--- src/rtl/gpio_irq_pkg.sv ---
// Package: register word addresses and the "not routed" byte code shared
// by the GPIO port modules and its checker.
package gpio_irq_pkg;
    localparam int BUS_W    = 32;
    localparam int ADDR_W   = 8;
    localparam int ROUTE_W  = 8;

    localparam logic [ADDR_W-1:0] A_PINS    = 8'h00;
    localparam logic [ADDR_W-1:0] A_OUTVAL  = 8'h04;
    localparam logic [ADDR_W-1:0] A_DIR     = 8'h08;
    localparam logic [ADDR_W-1:0] A_ENABLE  = 8'h0C;
    localparam logic [ADDR_W-1:0] A_POL     = 8'h10;
    localparam logic [ADDR_W-1:0] A_EDGE    = 8'h14;
    localparam logic [ADDR_W-1:0] A_SPARE   = 8'h18;
    localparam logic [ADDR_W-1:0] A_ROUTE0  = 8'h20;

    localparam logic [ROUTE_W-1:0] ROUTE_NONE = 8'hFF;
endpackage

--- src/rtl/gpio_irq_sync.sv ---
// Two-flop synchronizer for the asynchronous line inputs.
// Assumes each bit is treated on its own; no multi-bit coherence is implied.
module gpio_irq_sync #(
    parameter int W = 32
) (
    input  logic         clk,
    input  logic         rst_n,
    input  logic [W-1:0] async_in,
    output logic [W-1:0] sync_out
);
    logic [W-1:0] stage1;

    // Purpose: shift the raw pins through two flops.
    always_ff @(posedge clk) begin
        if (!rst_n) begin
            stage1   <= '0;
            sync_out <= '0;
        end else begin
            stage1   <= async_in;
            sync_out <= stage1;
        end
    end
endmodule

--- src/rtl/gpio_irq_regs.sv ---
// Register file of the GPIO port: line registers, routing bytes and the
// registered read port. Assumes word-aligned addresses; anything else
// matches no register. Bits above N_LINES are not stored.
module gpio_irq_regs
    import gpio_irq_pkg::*;
#(
    parameter int N_LINES = 32
) (
    input  logic                              clk,
    input  logic                              rst_n,
    input  logic                              bus_sel,
    input  logic                              bus_wr,
    input  logic [ADDR_W-1:0]                 bus_addr,
    input  logic [BUS_W-1:0]                  bus_wdata,
    output logic [BUS_W-1:0]                  bus_rdata,
    input  logic [N_LINES-1:0]                pins_sync,
    output logic [N_LINES-1:0]                outval_q,
    output logic [N_LINES-1:0]                dir_q,
    output logic [N_LINES-1:0]                enable_q,
    output logic [N_LINES-1:0]                pol_q,
    output logic [N_LINES-1:0]                edge_q,
    output logic [N_LINES-1:0][ROUTE_W-1:0]   route_q
);
    localparam int LINES_PER_WORD = BUS_W / ROUTE_W;
    localparam int ROUTE_WORDS    = (N_LINES + LINES_PER_WORD - 1) / LINES_PER_WORD;

    logic [N_LINES-1:0] spare_q;
    logic               wr_en;
    logic               rd_en;
    logic [BUS_W-1:0]   rd_mux;

    assign wr_en = bus_sel && bus_wr;
    assign rd_en = bus_sel && !bus_wr;

    function automatic logic [BUS_W-1:0] widen(input logic [N_LINES-1:0] v);
        logic [BUS_W-1:0] w;
        w = '0;
        w[N_LINES-1:0] = v;
        return w;
    endfunction

    // Purpose: write the per-line control registers.
    always_ff @(posedge clk) begin
        if (!rst_n) begin
            outval_q <= '0;
            dir_q    <= '0;
            enable_q <= '0;
            pol_q    <= '0;
            edge_q   <= '0;
            spare_q  <= '0;
        end else if (wr_en) begin
            case (bus_addr)
                A_OUTVAL: outval_q <= bus_wdata[N_LINES-1:0];
                A_DIR:    dir_q    <= bus_wdata[N_LINES-1:0];
                A_ENABLE: enable_q <= bus_wdata[N_LINES-1:0];
                A_POL:    pol_q    <= bus_wdata[N_LINES-1:0];
                A_EDGE:   edge_q   <= bus_wdata[N_LINES-1:0];
                A_SPARE:  spare_q  <= bus_wdata[N_LINES-1:0];
                default: ;
            endcase
        end
    end

    // One routing byte per line, four lines per word.
    for (genvar l = 0; l < N_LINES; l++) begin : g_route
        localparam logic [ADDR_W-1:0] MY_ADDR =
            A_ROUTE0 + ADDR_W'(4 * (l / LINES_PER_WORD));
        localparam int LANE = l % LINES_PER_WORD;

        // Purpose: store this line's routing byte.
        always_ff @(posedge clk) begin
            if (!rst_n)
                route_q[l] <= ROUTE_NONE;
            else if (wr_en && bus_addr == MY_ADDR)
                route_q[l] <= bus_wdata[ROUTE_W*LANE +: ROUTE_W];
        end
    end

    // Purpose: select read data by address.
    always_comb begin
        rd_mux = '0;
        case (bus_addr)
            A_PINS:   rd_mux = widen(pins_sync);
            A_OUTVAL: rd_mux = widen(outval_q);
            A_DIR:    rd_mux = widen(dir_q);
            A_ENABLE: rd_mux = widen(enable_q);
            A_POL:    rd_mux = widen(pol_q);
            A_EDGE:   rd_mux = widen(edge_q);
            A_SPARE:  rd_mux = widen(spare_q);
            default: begin
                for (int w = 0; w < ROUTE_WORDS; w++) begin
                    if (bus_addr == A_ROUTE0 + ADDR_W'(4 * w)) begin
                        for (int b = 0; b < LINES_PER_WORD; b++) begin
                            if (w * LINES_PER_WORD + b < N_LINES)
                                rd_mux[ROUTE_W*b +: ROUTE_W] =
                                    route_q[w * LINES_PER_WORD + b];
                            else
                                rd_mux[ROUTE_W*b +: ROUTE_W] = ROUTE_NONE;
                        end
                    end
                end
            end
        endcase
    end

    // Purpose: register read data; hold it between reads.
    always_ff @(posedge clk) begin
        if (!rst_n)
            bus_rdata <= '0;
        else if (rd_en)
            bus_rdata <= rd_mux;
    end
endmodule

--- src/rtl/gpio_irq_detect.sv ---
// Per-line trigger detection. Takes the synchronized pins and keeps their
// previous-cycle copy for edge detection. Output hit[i] is combinational
// and already gated by the line's enable bit.
module gpio_irq_detect #(
    parameter int N_LINES = 32
) (
    input  logic               clk,
    input  logic               rst_n,
    input  logic [N_LINES-1:0] pins_sync,
    input  logic [N_LINES-1:0] enable,
    input  logic [N_LINES-1:0] pol,
    input  logic [N_LINES-1:0] edge_sel,
    output logic [N_LINES-1:0] hit
);
    logic [N_LINES-1:0] pins_prev;

    // Purpose: remember last cycle's synchronized pins.
    always_ff @(posedge clk) begin
        if (!rst_n) pins_prev <= '0;
        else        pins_prev <= pins_sync;
    end

    for (genvar i = 0; i < N_LINES; i++) begin : g_line
        logic lvl_true;
        logic edge_seen;

        // Purpose: evaluate the selected trigger mode for line i.
        always_comb begin
            lvl_true  = pol[i] ? pins_sync[i] : !pins_sync[i];
            edge_seen = pol[i] ? (pins_sync[i] && !pins_prev[i])
                               : (!pins_sync[i] && pins_prev[i]);
            hit[i]    = enable[i] && (edge_sel[i] ? edge_seen : lvl_true);
        end
    end
endmodule

--- src/rtl/gpio_irq_route.sv ---
// Routes per-line hits to the interrupt wires and registers the result.
// Assumes N_IRQ is at most 255, so the "not routed" code never matches.
module gpio_irq_route
    import gpio_irq_pkg::*;
#(
    parameter int N_LINES = 32,
    parameter int N_IRQ   = 4
) (
    input  logic                            clk,
    input  logic                            rst_n,
    input  logic [N_LINES-1:0]              hit,
    input  logic [N_LINES-1:0][ROUTE_W-1:0] route,
    output logic [N_IRQ-1:0]                irq_out
);
    logic [N_IRQ-1:0] irq_next;

    for (genvar k = 0; k < N_IRQ; k++) begin : g_wire
        // Purpose: OR every line whose routing byte names wire k.
        always_comb begin
            irq_next[k] = 1'b0;
            for (int i = 0; i < N_LINES; i++)
                if (route[i] == ROUTE_W'(k) && hit[i])
                    irq_next[k] = 1'b1;
        end
    end

    // Purpose: register the interrupt wires.
    always_ff @(posedge clk) begin
        if (!rst_n) irq_out <= '0;
        else        irq_out <= irq_next;
    end
endmodule

--- src/rtl/gpio_irq_port.sv ---
// Top of the GPIO port with routed interrupts. Ties the synchronizer,
// register file, trigger detection and routing together. Assumes
// 1 <= N_LINES <= 32 and 1 <= N_IRQ <= 255; pads are external.
module gpio_irq_port
    import gpio_irq_pkg::*;
#(
    parameter int N_LINES = 32,
    parameter int N_IRQ   = 4
) (
    input  logic               clk,
    input  logic               rst_n,
    input  logic               bus_sel,
    input  logic               bus_wr,
    input  logic [7:0]         bus_addr,
    input  logic [31:0]        bus_wdata,
    output logic [31:0]        bus_rdata,
    input  logic [N_LINES-1:0] pin_in,
    output logic [N_LINES-1:0] pin_out,
    output logic [N_LINES-1:0] pin_oe,
    output logic [N_IRQ-1:0]   irq_out
);
    logic [N_LINES-1:0]              pins_sync;
    logic [N_LINES-1:0]              enable_r;
    logic [N_LINES-1:0]              pol_r;
    logic [N_LINES-1:0]              edge_r;
    logic [N_LINES-1:0][ROUTE_W-1:0] route_r;
    logic [N_LINES-1:0]              hit;

    gpio_irq_sync #(.W(N_LINES)) u_sync (
        .clk(clk), .rst_n(rst_n), .async_in(pin_in), .sync_out(pins_sync)
    );

    gpio_irq_regs #(.N_LINES(N_LINES)) u_regs (
        .clk(clk), .rst_n(rst_n),
        .bus_sel(bus_sel), .bus_wr(bus_wr), .bus_addr(bus_addr),
        .bus_wdata(bus_wdata), .bus_rdata(bus_rdata),
        .pins_sync(pins_sync),
        .outval_q(pin_out), .dir_q(pin_oe),
        .enable_q(enable_r), .pol_q(pol_r), .edge_q(edge_r),
        .route_q(route_r)
    );

    gpio_irq_detect #(.N_LINES(N_LINES)) u_detect (
        .clk(clk), .rst_n(rst_n), .pins_sync(pins_sync),
        .enable(enable_r), .pol(pol_r), .edge_sel(edge_r), .hit(hit)
    );

    gpio_irq_route #(.N_LINES(N_LINES), .N_IRQ(N_IRQ)) u_route (
        .clk(clk), .rst_n(rst_n), .hit(hit), .route(route_r), .irq_out(irq_out)
    );
endmodule

--- config.mk ---
export PLATFORM = sky130hd
export DESIGN_NAME = gpio_irq_port
export DESIGN_NICKNAME = d
export VERILOG_FILES = /design/src/rtl/gpio_irq_pkg.sv /design/src/rtl/gpio_irq_sync.sv /design/src/rtl/gpio_irq_regs.sv /design/src/rtl/gpio_irq_detect.sv /design/src/rtl/gpio_irq_route.sv /design/src/rtl/gpio_irq_port.sv
export SDC_FILE = /design/constraint.sdc
export NUM_CORES = 1
export LEC_CHECK = 0
export ABC_CLOCK_PERIOD_IN_PS = 3280
export BUFFER_PORTS_ARGS = -buffer_cell sky130_fd_sc_hd__buf_4
export CAP_MARGIN = 20
export CORE_MARGIN = 2
export CORE_UTILIZATION = 25
export CTS_CLUSTER_SIZE = 12
export DETAILED_ROUTE_END_ITERATION = 16
export PLACE_DENSITY = 0.41
export SLEW_MARGIN = 20
export SYNTH_ARGS = -nofsm -noshare
export SYNTH_HDL_FRONTEND = slang
export SYNTH_SLANG_ARGS = --single-unit
--- constraint.sdc ---
create_clock -name clk -period 3.28 [get_ports clk]
set_input_delay 0.82 -clock clk [delete_from_list [all_inputs] [get_ports clk]]
set_output_delay 0.82 -clock clk [all_outputs]
set_load 0.1 [all_outputs]
Yosys cells after proc, flatten, opt, wreduce, memory -nomap -nowiden
Cells that the tools add are included.
{"block": "op_classes", "eq_ne": 110, "mux": 233, "reduce_logical": 338}
{"operator": "8-bit by 2-bit equality test with 1-bit output (second input constant)", "n": 64}
{"operator": "8-bit logical NOT", "n": 33}
{"operator": "8-bit by 1-bit equality test with 1-bit output (second input constant)", "n": 32}
{"operator": "32-bit two-way mux", "n": 8}
{"operator": "1-bit logical AND", "n": 234}
{"operator": "1-bit two-way mux", "n": 224}
{"operator": "32-bit case mux with 7 select lines", "n": 1}
{"operator": "1-bit logical NOT", "n": 65}
{"operator": "8-bit by 6-bit equality test with 1-bit output (second input constant)", "n": 8}
{"operator": "8-bit by 5-bit equality test with 1-bit output (second input constant)", "n": 3}
{"operator": "8-bit by 4-bit equality test with 1-bit output (second input constant)", "n": 2}
{"operator": "2-bit AND reduction", "n": 6}
{"operator": "8-bit by 3-bit equality test with 1-bit output (second input constant)", "n": 1}
{"block": "word_totals", "register_bits": 580, "input_bits": 76, "elab_cells": 724}

Longest topological paths before layout
{"block": "depth", "word_depth": 38, "ltp_mapped": 10, "mapped_depth_nobuf": 7}

Modules after synthesis
From an unflattened synthesis, not the netlist that was laid out.
{"block": "hier_totals", "cells_unflattened": 3484, "area_unflattened_um2": 26629.3}
{"mod": "gpio_irq_regs", "n_inst": 1, "cells_per_inst": 2823, "area_per_inst_um2": 21187.8, "seq_area_each_um2": 9609.2}
{"mod": "gpio_irq_route", "n_inst": 1, "cells_per_inst": 300, "area_per_inst_um2": 1873.0, "seq_area_each_um2": 80.1}
{"mod": "gpio_irq_sync", "n_inst": 1, "cells_per_inst": 134, "area_per_inst_um2": 1791.7, "seq_area_each_um2": 1281.2}
{"mod": "gpio_irq_detect", "n_inst": 1, "cells_per_inst": 227, "area_per_inst_um2": 1776.7, "seq_area_each_um2": 640.6}

Least setup slack after synthesis
Ideal clock, no wire load.
{"block": "synth_path", "path_type": "in2reg", "start": "in bus_addr[2]", "end": "reg u_regs.bus_rdata[26]", "setup_time_ns": 0.119, "t_arrival_ns": 2.342, "required_ns": 3.161, "path_slack_ns": 0.819, "path_stages": 10, "n_path_buf": 3, "path_cell_list": "buf_2 -> nor2b_1 -> buf_2 -> nand2_1 -> nor2_1 -> buf_2 -> a22o_1 -> a221oi_1 -> nand3_1 -> o221a_2"}
{"block": "synth_via", "elab_chain_len": 10, "word_cells_on_any_way": 24, "classes_between": "eq/ne (14); mux (9); reduce/logical (1)"}
{"element": "start: declaration", "line": "gpio_irq_port.sv:14", "source": "input logic [7:0] bus_addr,"}
{"element": "8-bit by 6-bit equality test with 1-bit output", "line": "gpio_irq_regs.sv:92", "source": "if (bus_addr == A_ROUTE0 + ADDR_W'(4 * w)) begin"}
{"element": "32-bit two-way mux (8 in series)", "line": "gpio_irq_regs.sv:92"}
{"element": "32-bit case mux with 7 select lines (*)", "line": "gpio_irq_regs.sv:82", "source": "case (bus_addr)"}
{"element": "end signal: assignment", "line": "gpio_irq_regs.sv:111", "source": "bus_rdata <= rd_mux;"}
{"element": "end: declaration", "line": "gpio_irq_regs.sv:15", "source": "output logic [BUS_W-1:0] bus_rdata,"}
Mark *: on every way between the ends. The rest lies on a longest branch, timed or not.
A chain may end at the register's enable or synchronous reset.

Worst setup path after layout
{"block": "layout_path", "start": "reg u_sync.sync_out[31]", "end": "reg u_route.irq_out[2]"}
{"block": "layout_via", "elab_chain_len": 7, "word_cells_on_any_way": 9, "classes_between": "mux (4); reduce/logical (5)"}
{"element": "start: declaration", "line": "gpio_irq_sync.sv:9", "source": "output logic [W-1:0] sync_out"}
{"element": "start signal: assignment", "line": "gpio_irq_sync.sv:20", "source": "sync_out <= stage1;"}
{"element": "1-bit logical NOT", "line": "gpio_irq_detect.sv:29, gpio_irq_detect.sv:31"}
{"element": "1-bit logical AND", "line": "gpio_irq_detect.sv:31", "source": ": (!pins_sync[i] && pins_prev[i]);"}
{"element": "1-bit two-way mux", "line": "gpio_irq_detect.sv:30", "source": "edge_seen = pol[i] ? (pins_sync[i] && !pins_prev[i])"}
{"element": "1-bit two-way mux (*)", "line": "gpio_irq_detect.sv:32", "source": "hit[i] = enable[i] && (edge_sel[i] ? edge_seen : lvl_true);"}
{"element": "1-bit logical AND (*)", "line": "gpio_irq_detect.sv:32"}
{"element": "1-bit logical AND (*)", "line": "gpio_irq_route.sv:22", "source": "if (route[i] == ROUTE_W'(k) && hit[i])"}
{"element": "1-bit two-way mux (*)", "line": "gpio_irq_route.sv:22"}
{"element": "end signal: assignment", "line": "gpio_irq_route.sv:30", "source": "else irq_out <= irq_next;"}
{"element": "end: declaration", "line": "gpio_irq_route.sv:13", "source": "output logic [N_IRQ-1:0] irq_out"}
Marks and branches as above.

==> load_flow_metrics.sql <==
INSERT INTO impl_metrics (metric_group, metric, value, unit) VALUES
('final_layout', 'layout-drive-gt1-share', '13.54', '%'),
('clock_tree', 'tritoncts', 'done', ''),
('timing', 'max_slew.worst_pin.slew', '0.7608', 'ns'),
('critical_path', 'critical_path_required', '3.81', 'ns'),
('grt', 'antenna_violations_before_repair', '1', ''),
('logic_synthesis', 'synthFlopType', 'sky130_fd_sc_hd__dfxtp_1', ''),
('detailed_routing', 'drc_errors', '0', ''),
('final_layout', 'nets', '3497', ''),
('clock_tree', 'cts.clk_slew.worst_paths', '0.06', 'ns'),
('logic_synthesis', 'yosysWarningCount', '0', ''),
('logic_synthesis', 'synth-edff-count', '0', ''),
('detailed_routing', 'ant_nets', '0', ''),
('timing', 'hold_violations', '0', ''),
('grt', 'via_count_of_the_first_global_routing_pass', '23730', ''),
('logic_synthesis', 'synthAdderAreaFrac', '0', '%'),
('critical_path', 'critical_path_peak_fanout', '4', ''),
('placement', 'gp_congestion', '0.9574', ''),
('detailed_routing', 'routed-via-count', '25210', ''),
('critical_path', 'slowest_delay', '0.63', 'ns'),
('critical_path', 'reg2reg_slack', '0.38', 'ns'),
('grt', 'grt_start_max_net_pins', '112', ''),
('logic_synthesis', 'synth_xor_area_share', '0', '%'),
('timing', 'final.setup.tns', '0', 'ns'),
('floorplanning', 'chipHeight', '321.1', 'um'),
('clock_tree', 'cts.sinks', '580', ''),
('detailed_routing', 'drt-vias-per-instance', '5.285', ''),
('final_layout', 'fillerInstances', '10640', ''),
('detailed_routing', 'drtIter0Drc', '2819', ''),
('logic_synthesis', 'ys_types', '70', ''),
('critical_path', 'path_buf_inv', '1', ''),
('final_layout', 'multiInputGateArea', '12560', 'um^2'),
('final_layout', 'area.sequential', '11610', 'um^2'),
('placement', 'place_hpwl', '88540', 'um'),
('critical_path', 'criticalPathCategory', 'reg2reg', ''),
('grt', 'global_route_wire_length_before_repair', '179600', 'um'),
('timing', 'report.final.setup_viol', '0', ''),
('logic_synthesis', 'asyncSetResetFlopFracSynth', '0', '%'),
('detailed_routing', 'drtPass1Iterations', '6', ''),
('clock_tree', 'h_tree_lvl_count', '3', ''),
('placement', 'placedInstanceArea', '28740', 'um^2'),
('timing', 'max_frequency', '0.3444', 'GHz'),
('status', 'status', 'complete, no violations', ''),
('floorplanning', 'die_width', '321.1', 'um'),
('pwr', 'leakage', '11.94', 'nW'),
('timing', 'finalWorstPathRequiredPeriod', '2.903', 'ns'),
('logic_synthesis', 'syn_avg_cell_area', '7.653', 'um^2'),
('run', 'drv_cap', '0', ''),
('final_layout', 'area_growth_syn_to_layout', '23.21', '%'),
('floorplanning', 'core.rowCount', '116', ''),
('grt', 'grt_usage', '23.91', '%'),
('floorplanning', 'boundaryPins', '176', ''),
('logic_synthesis', 'syn-instance-count', '3285', ''),
('critical_path', 'setup.worst_path.start_class', 'register', ''),
('logic_synthesis', 'synth_top_family_by_area', 'simple AND/OR/NAND/NOR gates', ''),
('timing', 'timing.clock.skew', '0.01921', 'ns'),
('logic_synthesis', 'synth.ff_latch_count', '580', ''),
('logic_synthesis', 'synth_nets', '3361', ''),
('clock_tree', 'clock_path_buffers', '3', ''),
('critical_path', 'critical_path.cell_chain', 'a21boi_0, a22oi_1, nor2_1, a222oi_1, nand3_1, nor3_1, a41oi_1, buf_4', ''),
('logic_synthesis', 'synth.mux.area_fraction', '0', '%'),
('pwr', 'powerDensity', '516.1', 'nW/um^2'),
('clock_tree', 'clock_latency', '0.63', 'ns'),
('detailed_routing', 'routedWlPerCell', '26.40', 'um'),
('critical_path', 'cp-end-kind', 'register', ''),
('timing', 'drv_slew', '0', ''),
('grt', 'grt_ovf', '0', ''),
('clock_tree', 'clock-root-buffer', 'sky130_fd_sc_hd__clkbuf_16', ''),
('detailed_routing', 'finalWirelength', '125900', 'um'),
('timing', 'grt_setup_unrepaired', 'no', ''),
('clock_tree', 'numCtsBuffers', '68', ''),
('clock_tree', 'cts_setup_buffers', '0', '');
[per-layer routing]
| layer | up-vias | share of wire (%) | track usage, % |
|---|---|---|---|
| met5 | - | 0 | 0 |
| met4 | 0 | 3.3 | 8.463 |
| li1 | 11710 | - | - |
| met2 | 965 | 44 | 36.40 |
| met3 | 155 | 6.6 | 3.375 |
| met1 | 12380 | 46 | 34.26 |
[sequential cells by signal (all words and copies together), names as in the netlist]
signal / cells
u_detect.pins_prev: 32
u_regs.bus_rdata: 32
u_regs.dir_q: 32
u_regs.edge_q: 32
u_regs.enable_q: 32
u_regs.outval_q: 32
u_regs.pol_q: 32
u_regs.route_q: 256
u_regs.spare_q: 32
u_route.irq_out: 4
u_sync.stage1: 32
u_sync.sync_out: 32
[kinds of logic (layout without fill, tap and decap cells)]
| family | after synthesis | after routing |
|---|---|---|
| buffers and inverters | 271 | 457 |
| AND/OR/NAND/NOR | 1720 | 1720 |
| AO/OA/AOI/OAI | 714 | 714 |
| other | 0 | 1 |
| flip-flops | 580 | 580 |
[cells in the mapped netlist (6+ instances only)]
master                      instances  area, um^2
sky130_fd_sc_hd__nand2_1          958        3596
sky130_fd_sc_hd__nor3b_1            6       45.04
sky130_fd_sc_hd__nor4_1            32       200.2
sky130_fd_sc_hd__o21ai_0          109       545.5
sky130_fd_sc_hd__nand2b_1          34       212.7
sky130_fd_sc_hd__inv_1             18       67.56
sky130_fd_sc_hd__nand4b_1          11       96.34
sky130_fd_sc_hd__a211oi_1           6       45.04
sky130_fd_sc_hd__or4_1              7       52.55
sky130_fd_sc_hd__and2_1            97       606.8
sky130_fd_sc_hd__a22oi_1           66       495.5
sky130_fd_sc_hd__a21boi_0          26       195.2
sky130_fd_sc_hd__dfxtp_1          580       11610
sky130_fd_sc_hd__a31oi_1            6       37.54
sky130_fd_sc_hd__a22o_1            35       306.5
sky130_fd_sc_hd__nor2_1           131       491.7
sky130_fd_sc_hd__nand3_1          316        1582
sky130_fd_sc_hd__clkbuf_1         203       762.0
sky130_fd_sc_hd__nor4b_1           15       131.4
sky130_fd_sc_hd__buf_2             45       225.2
sky130_fd_sc_hd__o2bb2ai_1         26       227.7
sky130_fd_sc_hd__a21oi_1          266        1331
sky130_fd_sc_hd__nor2b_1            7       43.79
sky130_fd_sc_hd__nand4_1           14       87.58
sky130_fd_sc_hd__or3_1              6       37.54
sky130_fd_sc_hd__a221oi_1          37       324.1
sky130_fd_sc_hd__o211ai_1          46       345.3
sky130_fd_sc_hd__nor3_2             6       60.06
sky130_fd_sc_hd__nor3_1            45       225.2
sky130_fd_sc_hd__a32oi_1            8       70.07
sky130_fd_sc_hd__o221a_2           11       123.9
sky130_fd_sc_hd__a21o_1            13       97.59
sky130_fd_sc_hd__a41oi_1           20       175.2
sky130_fd_sc_hd__o221ai_1           7       61.31
[final timing paths]
kind	from	to	cells after the start
min	pin_in[12]	u_sync.stage1[12]	2
max reg2reg	u_sync.sync_out[31]	u_route.irq_out[2]	8
max	u_sync.sync_out[31]	u_route.irq_out[2]	8
min reg2reg	u_sync.stage1[15]	u_sync.sync_out[15]	1
[placed cells by master (no fill, tap or decap), types with 7 or more instances in the layout]
cell,instances
sky130_fd_sc_hd__a21boi_0,26
sky130_fd_sc_hd__a21o_1,13
sky130_fd_sc_hd__a21oi_1,266
sky130_fd_sc_hd__a221oi_1,37
sky130_fd_sc_hd__a22o_1,35
sky130_fd_sc_hd__a22oi_1,66
sky130_fd_sc_hd__a32oi_1,8
sky130_fd_sc_hd__a41oi_1,20
sky130_fd_sc_hd__and2_1,97
sky130_fd_sc_hd__buf_12,38
sky130_fd_sc_hd__buf_4,279
sky130_fd_sc_hd__clkbuf_1,21
sky130_fd_sc_hd__clkbuf_16,70
sky130_fd_sc_hd__clkbuf_8,12
sky130_fd_sc_hd__clkinv_2,7
sky130_fd_sc_hd__dfxtp_1,580
sky130_fd_sc_hd__inv_1,18
sky130_fd_sc_hd__nand2_1,958
sky130_fd_sc_hd__nand2b_1,34
sky130_fd_sc_hd__nand3_1,316
sky130_fd_sc_hd__nand4_1,14
sky130_fd_sc_hd__nand4b_1,11
sky130_fd_sc_hd__nor2_1,123
sky130_fd_sc_hd__nor2_2,8
sky130_fd_sc_hd__nor2_4,7
sky130_fd_sc_hd__nor3_1,39
sky130_fd_sc_hd__nor3_2,9
sky130_fd_sc_hd__nor4_1,31
sky130_fd_sc_hd__nor4b_1,15
sky130_fd_sc_hd__o211ai_1,46
sky130_fd_sc_hd__o21ai_0,109
sky130_fd_sc_hd__o221a_2,11
sky130_fd_sc_hd__o221ai_1,7
sky130_fd_sc_hd__o2bb2ai_1,26
sky130_fd_sc_hd__or4_1,7
[per-stage QoR]
step / worst slack (ns) / cells / power [mW] / utilization, % / hold slack, ns
finish: 0.3765 / 4770 / 15.99 / 31.02 / 0.3938
global route: 0.2621 / 4770 / 16.45 / 31.02 / 0.3899
CTS: 0.4675 / 4769 / 16.11 / 31.02 / 0.3645
detailed placement: -0.09319 / 4649 / 8.292 / 28.78 / 0.4169
global placement: -0.1289 / 4649 / 8.298 / 28.78 / 0.4129
floorplan: 0.8187 / 3285 / 7.811 / - / 0.4119
[final cells by class]
type / count / area share [%]
Multi-Input combinational cell: 2434 / 40.54
Inverter: 19 / 0.2464
Timing Repair Buffer: 318 / 9.266
Antenna cell: 1 / 0.008079
Clock buffer: 103 / 6.443
Tap cell: 1298 / 5.243
Clock inverter: 17 / 0.7635
Sequential cell: 580 / 37.49
[where the power goes]
group / switching, mW / internal [mW] / total [mW]
clock network: 3.24 / 4.60 / 7.84
registers: 0.0604 / 7.12 / 7.18
logic: 0.719 / 0.246 / 0.965
total: 4.02 / 12.0 / 16.0
Note: power is estimated with default switching activity, not from simulation.
